===== src/rtl/rst_seq_pkg.sv =====
// Shared types for the reset cause sequencer.
// Assumes an 8-bit register view; bit positions are fixed by software use.
package rst_seq_pkg;
    typedef enum logic [1:0] {SQ_START, SQ_PWRT, SQ_OST, SQ_RUN} seq_state_t;
    typedef enum logic [2:0] {CZ_NONE, CZ_POR, CZ_BOR, CZ_WDT, CZ_WAKE} cause_t;
    localparam int BIT_BOR  = 0;
    localparam int BIT_POR  = 1;
    localparam int BIT_FAST = 3;
    localparam int BIT_WSW  = 4;
endpackage


===== src/rtl/rst_cause_arb.sv =====
// Picks the single reset cause acted on this cycle.
// Priority: power-on, brown-out (only when detection is on), watchdog, wake.
// Wake is dropped while the core is still held.
module rst_cause_arb
    import rst_seq_pkg::*;
(
    input  logic   por_evt,
    input  logic   bor_evt,
    input  logic   bod_en,
    input  logic   wdt_evt,
    input  logic   wake_evt,
    input  logic   core_hold,
    output cause_t cause
);
    // Fixed-priority selection of the winning event.
    always_comb begin
        if (por_evt)                     cause = CZ_POR;
        else if (bor_evt && bod_en)      cause = CZ_BOR;
        else if (wdt_evt)                cause = CZ_WDT;
        else if (wake_evt && !core_hold) cause = CZ_WAKE;
        else                             cause = CZ_NONE;
    end
endmodule


===== src/rtl/rst_span_counter.sv =====
// Up-counter that reports when it reaches a terminal value while counting.
// It wraps to zero on done or clear. Assumes limit fits in W bits.
module rst_span_counter #(
    parameter int W = 4
) (
    input  logic         clk,
    input  logic         rst_n,
    input  logic         clr,
    input  logic         inc,
    input  logic [W-1:0] limit,
    output logic         done
);
    logic [W-1:0] cnt;

    // Terminal detect on a counted step.
    assign done = inc && (cnt == limit);

    // Count register.
    always_ff @(posedge clk) begin
        if (!rst_n)             cnt <= '0;
        else if (clr || done)   cnt <= '0;
        else if (inc)           cnt <= cnt + 1'b1;
    end
endmodule


===== src/rtl/rst_status_reg.sv =====
// Status/control register: sticky reset flags plus oscillator-rate and
// software watchdog bits. A reset cause always beats a software write.
module rst_status_reg
    import rst_seq_pkg::*;
#(
    parameter int REG_W = 8
) (
    input  logic             clk,
    input  logic             rst_n,
    input  cause_t           cause,
    input  logic             wr_en,
    input  logic [REG_W-1:0] wr_data,
    output logic [REG_W-1:0] status
);
    logic bor_f, por_f, fast_b, wsw_b;

    // Flag and control updates per reset cause, else software write.
    always_ff @(posedge clk) begin
        if (!rst_n) begin
            bor_f <= 1'b1; por_f <= 1'b0; fast_b <= 1'b1; wsw_b <= 1'b0;
        end else begin
            case (cause)
                CZ_POR: begin
                    bor_f <= 1'b1; por_f <= 1'b0; fast_b <= 1'b1; wsw_b <= 1'b0;
                end
                CZ_BOR: begin
                    bor_f <= 1'b0; fast_b <= 1'b1; wsw_b <= 1'b0;
                end
                CZ_WDT: begin
                    fast_b <= 1'b1; wsw_b <= 1'b0;
                end
                default: begin
                    if (wr_en) begin
                        bor_f  <= wr_data[BIT_BOR];
                        por_f  <= wr_data[BIT_POR];
                        fast_b <= wr_data[BIT_FAST];
                        wsw_b  <= wr_data[BIT_WSW];
                    end
                end
            endcase
        end
    end

    // Assemble the read view; unused bits are zero.
    always_comb begin
        status           = '0;
        status[BIT_BOR]  = bor_f;
        status[BIT_POR]  = por_f;
        status[BIT_FAST] = fast_b;
        status[BIT_WSW]  = wsw_b;
    end
endmodule


===== src/rtl/rst_delay_seq.sv =====
// Start-up delay sequencer. On a cause it picks the delay phases:
// power-up timer (slow ticks) for power/brown-out when enabled, then the
// oscillator settle count (main clock) in crystal mode. Holds the core
// until the phases are done. A new cause restarts the sequence.
module rst_delay_seq
    import rst_seq_pkg::*;
#(
    parameter int PWRT_TICKS = 72,
    parameter int OST_CYCLES = 1024
) (
    input  logic   clk,
    input  logic   rst_n,
    input  cause_t cause,
    input  logic   slow_tick,
    input  logic   xtal_mode,
    input  logic   pwrt_en,
    output logic   core_hold
);
    localparam int PW = (PWRT_TICKS > 1) ? $clog2(PWRT_TICKS) : 1;
    localparam int OW = (OST_CYCLES > 1) ? $clog2(OST_CYCLES) : 1;
    localparam logic [PW-1:0] P_LIM = PW'(PWRT_TICKS - 1);
    localparam logic [OW-1:0] O_LIM = OW'(OST_CYCLES - 1);

    seq_state_t state, nxt;
    logic launch, is_pow, use_pwrt, use_ost, pwrt_done, ost_done;

    // Decide whether a sequence starts and which phases it needs.
    always_comb begin
        launch   = (cause != CZ_NONE) || (state == SQ_START);
        is_pow   = (state == SQ_START) || (cause == CZ_POR) || (cause == CZ_BOR);
        use_pwrt = is_pow && pwrt_en;
        use_ost  = xtal_mode;
    end

    rst_span_counter #(.W(PW)) u_pwrt_cnt (
        .clk(clk), .rst_n(rst_n), .clr(launch),
        .inc((state == SQ_PWRT) && slow_tick), .limit(P_LIM), .done(pwrt_done)
    );

    rst_span_counter #(.W(OW)) u_ost_cnt (
        .clk(clk), .rst_n(rst_n), .clr(launch),
        .inc(state == SQ_OST), .limit(O_LIM), .done(ost_done)
    );

    // Next-state selection.
    always_comb begin
        nxt = state;
        if (launch)
            nxt = use_pwrt ? SQ_PWRT : (use_ost ? SQ_OST : SQ_RUN);
        else if (state == SQ_PWRT && pwrt_done)
            nxt = xtal_mode ? SQ_OST : SQ_RUN;
        else if (state == SQ_OST && ost_done)
            nxt = SQ_RUN;
    end

    // State register.
    always_ff @(posedge clk) begin
        if (!rst_n) state <= SQ_START;
        else        state <= nxt;
    end

    assign core_hold = (state != SQ_RUN);
endmodule


===== src/rtl/rst_cause_sequencer.sv =====
// Top: reset cause tracking and start-up delay sequencing.
// Assumes all event inputs and slow_tick are synchronous to clk.
module rst_cause_sequencer
    import rst_seq_pkg::*;
#(
    parameter int REG_W      = 8,
    parameter int PWRT_TICKS = 72,
    parameter int OST_CYCLES = 1024
) (
    input  logic             clk,
    input  logic             rst_n,
    input  logic             slow_tick,
    input  logic             por_evt,
    input  logic             bor_evt,
    input  logic             bod_en,
    input  logic             wdt_evt,
    input  logic             wake_evt,
    input  logic             xtal_mode,
    input  logic             pwrt_en,
    input  logic             wdt_fuse,
    input  logic             wr_en,
    input  logic [REG_W-1:0] wr_data,
    output logic [REG_W-1:0] status,
    output logic             core_hold,
    output logic             osc_fast,
    output logic             wdt_run
);
    cause_t cause;

    rst_cause_arb u_arb (
        .por_evt(por_evt), .bor_evt(bor_evt), .bod_en(bod_en),
        .wdt_evt(wdt_evt), .wake_evt(wake_evt), .core_hold(core_hold),
        .cause(cause)
    );

    rst_status_reg #(.REG_W(REG_W)) u_reg (
        .clk(clk), .rst_n(rst_n), .cause(cause),
        .wr_en(wr_en), .wr_data(wr_data), .status(status)
    );

    rst_delay_seq #(.PWRT_TICKS(PWRT_TICKS), .OST_CYCLES(OST_CYCLES)) u_seq (
        .clk(clk), .rst_n(rst_n), .cause(cause), .slow_tick(slow_tick),
        .xtal_mode(xtal_mode), .pwrt_en(pwrt_en), .core_hold(core_hold)
    );

    // Control outputs derived from the register.
    assign osc_fast = status[BIT_FAST];
    assign wdt_run  = wdt_fuse | status[BIT_WSW];
endmodule


===== config.mk =====
export PLATFORM = sky130hd
export DESIGN_NAME = rst_cause_sequencer
export DESIGN_NICKNAME = d
export VERILOG_FILES = /design/src/rtl/rst_seq_pkg.sv /design/src/rtl/rst_cause_arb.sv /design/src/rtl/rst_span_counter.sv /design/src/rtl/rst_status_reg.sv /design/src/rtl/rst_delay_seq.sv /design/src/rtl/rst_cause_sequencer.sv
export SDC_FILE = /design/constraint.sdc
export NUM_CORES = 1
export LEC_CHECK = 0
export ABC_CLOCK_PERIOD_IN_PS = 1770
export BUFFER_PORTS_ARGS = -buffer_cell sky130_fd_sc_hd__buf_2
export CORE_MARGIN = 3
export CORE_UTILIZATION = 52
export DETAILED_ROUTE_END_ITERATION = 8
export GPL_ROUTABILITY_DRIVEN = 0
export HOLD_SLACK_MARGIN = 0.05
export PLACE_DENSITY = 0.87
export SYNTH_ARGS = -nofsm -noshare
export SYNTH_HDL_FRONTEND = slang
export SYNTH_SLANG_ARGS = --single-unit

===== constraint.sdc =====
create_clock -name clk -period 1.77 [get_ports clk]
set_input_delay 0.0885 -clock clk [delete_from_list [all_inputs] [get_ports clk]]
set_output_delay 0.0885 -clock clk [all_outputs]
set_load 0.02 [all_outputs]

# == Word level (Yosys, flattened, before mapping) ==
# Cells that the tools add are included.
# classes
n_addsub,2
n_mul,0
div_mod_pow,0
order_cmp,0
n_eq_ne,8
shifts,0
muxes,13
bitwise_logic,4
reduce_logical,25
# op_table
op,count
$mux 3,4
$add 10x1->10 const B,1
$eq 10x10->1 const B,1
$reduce_bool 3->1,3
$logic_and 1x1->1,8
$mux 2,4
$add 7x1->7 const B,1
$eq 7x7->1 const B,1
$eq 3x2->1 const B,2
$reduce_or 2->1,3
$logic_or 1x1->1,5
$reduce_and 2->1,2
$reduce_or 4->1,1
$eq 3x1->1 const B,1
$mux 1,3
$not 1->1,3
$pmux 1 s3,1
$eq 2x1->1 const B,1
$eq 2x2->1 const B,1
$logic_not 2->1,1
$ne 2x2->1 const B,1
$pmux 1 s2,1
$reduce_bool 2->1,1
$logic_not 1->1,1
$or 1x1->1,1
# word_totals
regBits,23
latchBits,0
ram_bits,0
mem_bits_ro,0
in_bits,20
n_memories,0

# == Logic depth before layout (Yosys ltp) ==
# logic_depth
depth_word,13
mapped_depth,6

# == Modules after synthesis ==
# Synthesis repeated with hierarchy kept, for this count alone.
# unflattened
hier_cells,165
hier_area_um2,1477.7
# modules_own_cells
module,n_inst,cells_per_inst,area_each_um2
rst_span_counter (u_seq.u_ost_cnt),1,62,554.3
rst_span_counter (u_seq.u_pwrt_cnt),1,43,447.9
rst_status_reg,1,31,277.8
rst_delay_seq,1,21,150.1
rst_cause_arb,1,6,33.8
rst_cause_sequencer,1,2,13.8

# == Least setup slack after synthesis ==
# No wires, ideal clock.
# synth_timing
path_type,register -> register
start,register u_seq.u_ost_cnt.cnt[0]
end,register u_seq.u_ost_cnt.cnt[7]
t_arrival_ns,1.209
path_slack_ns,0.443
path_stages_with_launch,7
path_buffers,1
path_cell_list,dfxtp_1 -> ha_1 -> nand3b_1 -> nor2_1 -> a41o_1 -> buf_6 -> nor2_4
# synth_between
elab_chain_cells,4
elab_cells_between_ends,5
classes_between,1 x add/sub; 1 x eq/ne; 3 x reduce/logical
# synth_rtl
element,line_no,text
from (decl),rst_span_counter.sv:13,logic [W-1:0] cnt;
from (signal assigned),rst_span_counter.sv:22,else if (inc) cnt <= cnt + 1'b1;
"parallel branches: the longest is 4 deep, another holds $add 10x1->10",--,
# Parallel ways; which one is timed is not known.
# A chain may end at the register's enable or synchronous reset.

# == Final worst setup path ==
# layout_timing
start,register u_seq.u_ost_cnt.cnt[0]
end,register u_seq.u_ost_cnt.cnt[1]
# The elaborated chain is that of the path after synthesis.

==> results.ini <==
[outcome]
status=finished, final reports clean

[critical_path]
critical_path_class=reg -> reg
reg2reg_depth=6
path_cells=ha_1 -> nand3b_1 -> nor2_1 -> a41o_1 -> buf_4 -> nor2_2
cp.required_ps=2000
cp-end-kind=flop
max_stage_delay_ps=380
path_depth=6
slowest_stage=dfxtp_1
path_max_fanout=9
startpoint_type=flop
cp.buffers_inverters=1
crit_family=simple AND/OR/NAND/NOR gates
cp.arrival_ps=1770

[global_routing]
use_met3=0.0429
grt_max_degree=14
antenna_found_initial=0
gr-usage-met1=0.222
grt_pass1_wl_mm=3.95
busiest_layer=met2
grt_overflow_total=0
use_met2=0.301
grt_pass1_vias=930
grt_use_total=0.182

[drt]
drc=0
wl_mm=2.31
vias_per_cell=5.32
wl_per_cell_um=12.5
ant_nets=0
vias=978
first_pass_iters=4
drt-initial-drc-count=11

[logic_synthesis]
netlist_area_um2=1250
ys_types=41
yosysMostFrequentCell=dfxtp_1
ys_ff_latch=23
yosysTopAreaCell=dfxtp_1
async_flop_share=0
synth_area_leaders=dfxtp_1 (37%), xor2_1 (5.6%), buf_4 (4.8%), xnor2_1 (4.2%), mux2i_1 (4.0%)
yosys_warnings=0
synth_enable_flop_cells=0
synthTopCellsByCount=dfxtp_1 (23), nor2_1 (12), nand2_1 (11)
yosys.area.top_type_share=0.367
avgSynthCellArea_um2=9.50
netlist_instances=132
synth_flop_cell=dfxtp_1
synth-seq-area-share=0.367

[floorplanning]
core_um2=2250
io_pins=31
placementRows=17
die_area_um2=3040
die_y_um=55.1
die_x_um=55.1
floorplan.initialDensity=0.556

[cts]
clock-sinks=23
cts.reportedPaths.clkPinSlew_ps=130
tritoncts=built
cts-root-buf=clkbuf_4
clk_path_buf_depth=2
htreeDepth=1
insertion_delay_ps=320
cts_buffers=3

[finish]
layout-drive-gt1-share=0.308
areaGrowthSynthToFinish_pct=11.6
nNetsFinal=179
n_antenna_cell=0

[run]
cap_violations=0

[sta]
maxClockFrequency_mhz=646
timing.setup.tns_ps=0
hold_viol=0
period_share=0.875
finalSetupViolations=0
slew_violations=0
fin_skew_ps=1.80
period_minus_slack_ps=1550
rsz0062_at_grt=false

[placement]
portBuffers=22
post-dp-hpwl_mm=1.74

[hold_path]
hold_depth=4
hp-class=in -> reg

[power]
power.density_nw_per_um2=637
ir_drop_mv=0.555
power_mw=0.891
p_leak_nw=0.528

==> report_power, final <==
part           leakage, nW  total (mW)  internal [mW]  switching [mW]
clock network       0.0177       0.247         0.0847           0.162
logic                0.324       0.110         0.0525          0.0573
registers            0.186       0.534          0.524         0.00995
total                0.528       0.891          0.661           0.230
==> tightest hold or removal path, delay by kind of cell <==
family                 cells  cell delay, ps
AOI/OAI and AO/OA          1              60
buffers and inverters      1             120
and+or+nand+nor            2             100
==> repair_timing <==
item | in CTS | in global routing
setup buffers | 0 | 0
gates resized for setup | 0 | 0
hold endpoints to repair | 4 | 0
hold buffers | 4 | 0
==> worst paths after layout <==
path         slack, ps                       to               startpoint
max                220   u_seq.u_ost_cnt.cnt[1]   u_seq.u_ost_cnt.cnt[0]
min                 80              u_reg.wsw_b                  wdt_evt
max reg2reg        220   u_seq.u_ost_cnt.cnt[1]   u_seq.u_ost_cnt.cnt[0]
min reg2reg        500  u_seq.u_pwrt_cnt.cnt[1]  u_seq.u_pwrt_cnt.cnt[1]
==> cells by family after synthesis <==
| group | count (synthesis) | share of synthesized area |
|---|---|---|
| AOI/OAI and AO/OA | 12 | 0.0888 |
| adders and majority gates | 2 | 0.0200 |
| and+or+nand+nor | 61 | 0.299 |
| other | 1 | 0.00299 |
| muxes | 5 | 0.0399 |
| DFF | 23 | 0.367 |
| buffers and inverters | 14 | 0.0838 |
| xor gates and xnor gates | 14 | 0.0978 |
==> layout by cell type, fill, tap and decap left out, types with 4 or more instances in the layout <==
master         instances
nand3_1                4
nor2_1                12
nor2_2                 7
xnor2_1                6
dfxtp_1               23
mux2i_1                5
buf_2                 22
dlygate4sd3_1          4
xor2_1                 8
conb_1                 4
nand4_1                5
nand2_1               11
==> flip-flops by register name, indices dropped and copies added (netlist names) <==
name and cells:
u_reg.bor_f 1, u_reg.fast_b 1, u_reg.por_f 1, u_reg.wsw_b 1, u_seq.state 2, u_seq.u_ost_cnt.cnt 10
u_seq.u_pwrt_cnt.cnt 7
==> per-layer routing <==
layer	wire [µm]	up-vias
li1	-	491
met1	1010	451
met2	1160	31
met3	98	5
met4	38	0
met5	0	-
==> cell type report <==
class / instances / area, µm²
clock inverters: 1 / 5.00
fillers: 197 / 856
flip-flops and latches: 23 / 460
clock buffers: 3 / 22.5
well taps: 28 / 35.0
repair buffers: 28 / 165
multi-input cells: 98 / 699
inverters: 3 / 11.3
==> stage by stage <==
| step | area, µm² | hold WS, ps | instances | utilization | setup slack [ps] |
|---|---|---|---|---|---|
| detailed placement | 1330 | 298 | 176 | 0.590 | 259 |
| CTS | 1400 | 65.6 | 184 | 0.620 | 213 |
| global route | 1400 | 64.5 | 184 | 0.620 | 95.7 |
| finish | 1400 | 76.4 | 184 | 0.620 | 221 |
| global placement | 1330 | 289 | 176 | 0.590 | 311 |
| floorplan | 1260 | 168 | 135 | - | 443 |
(Power assumes the default switching activity.)
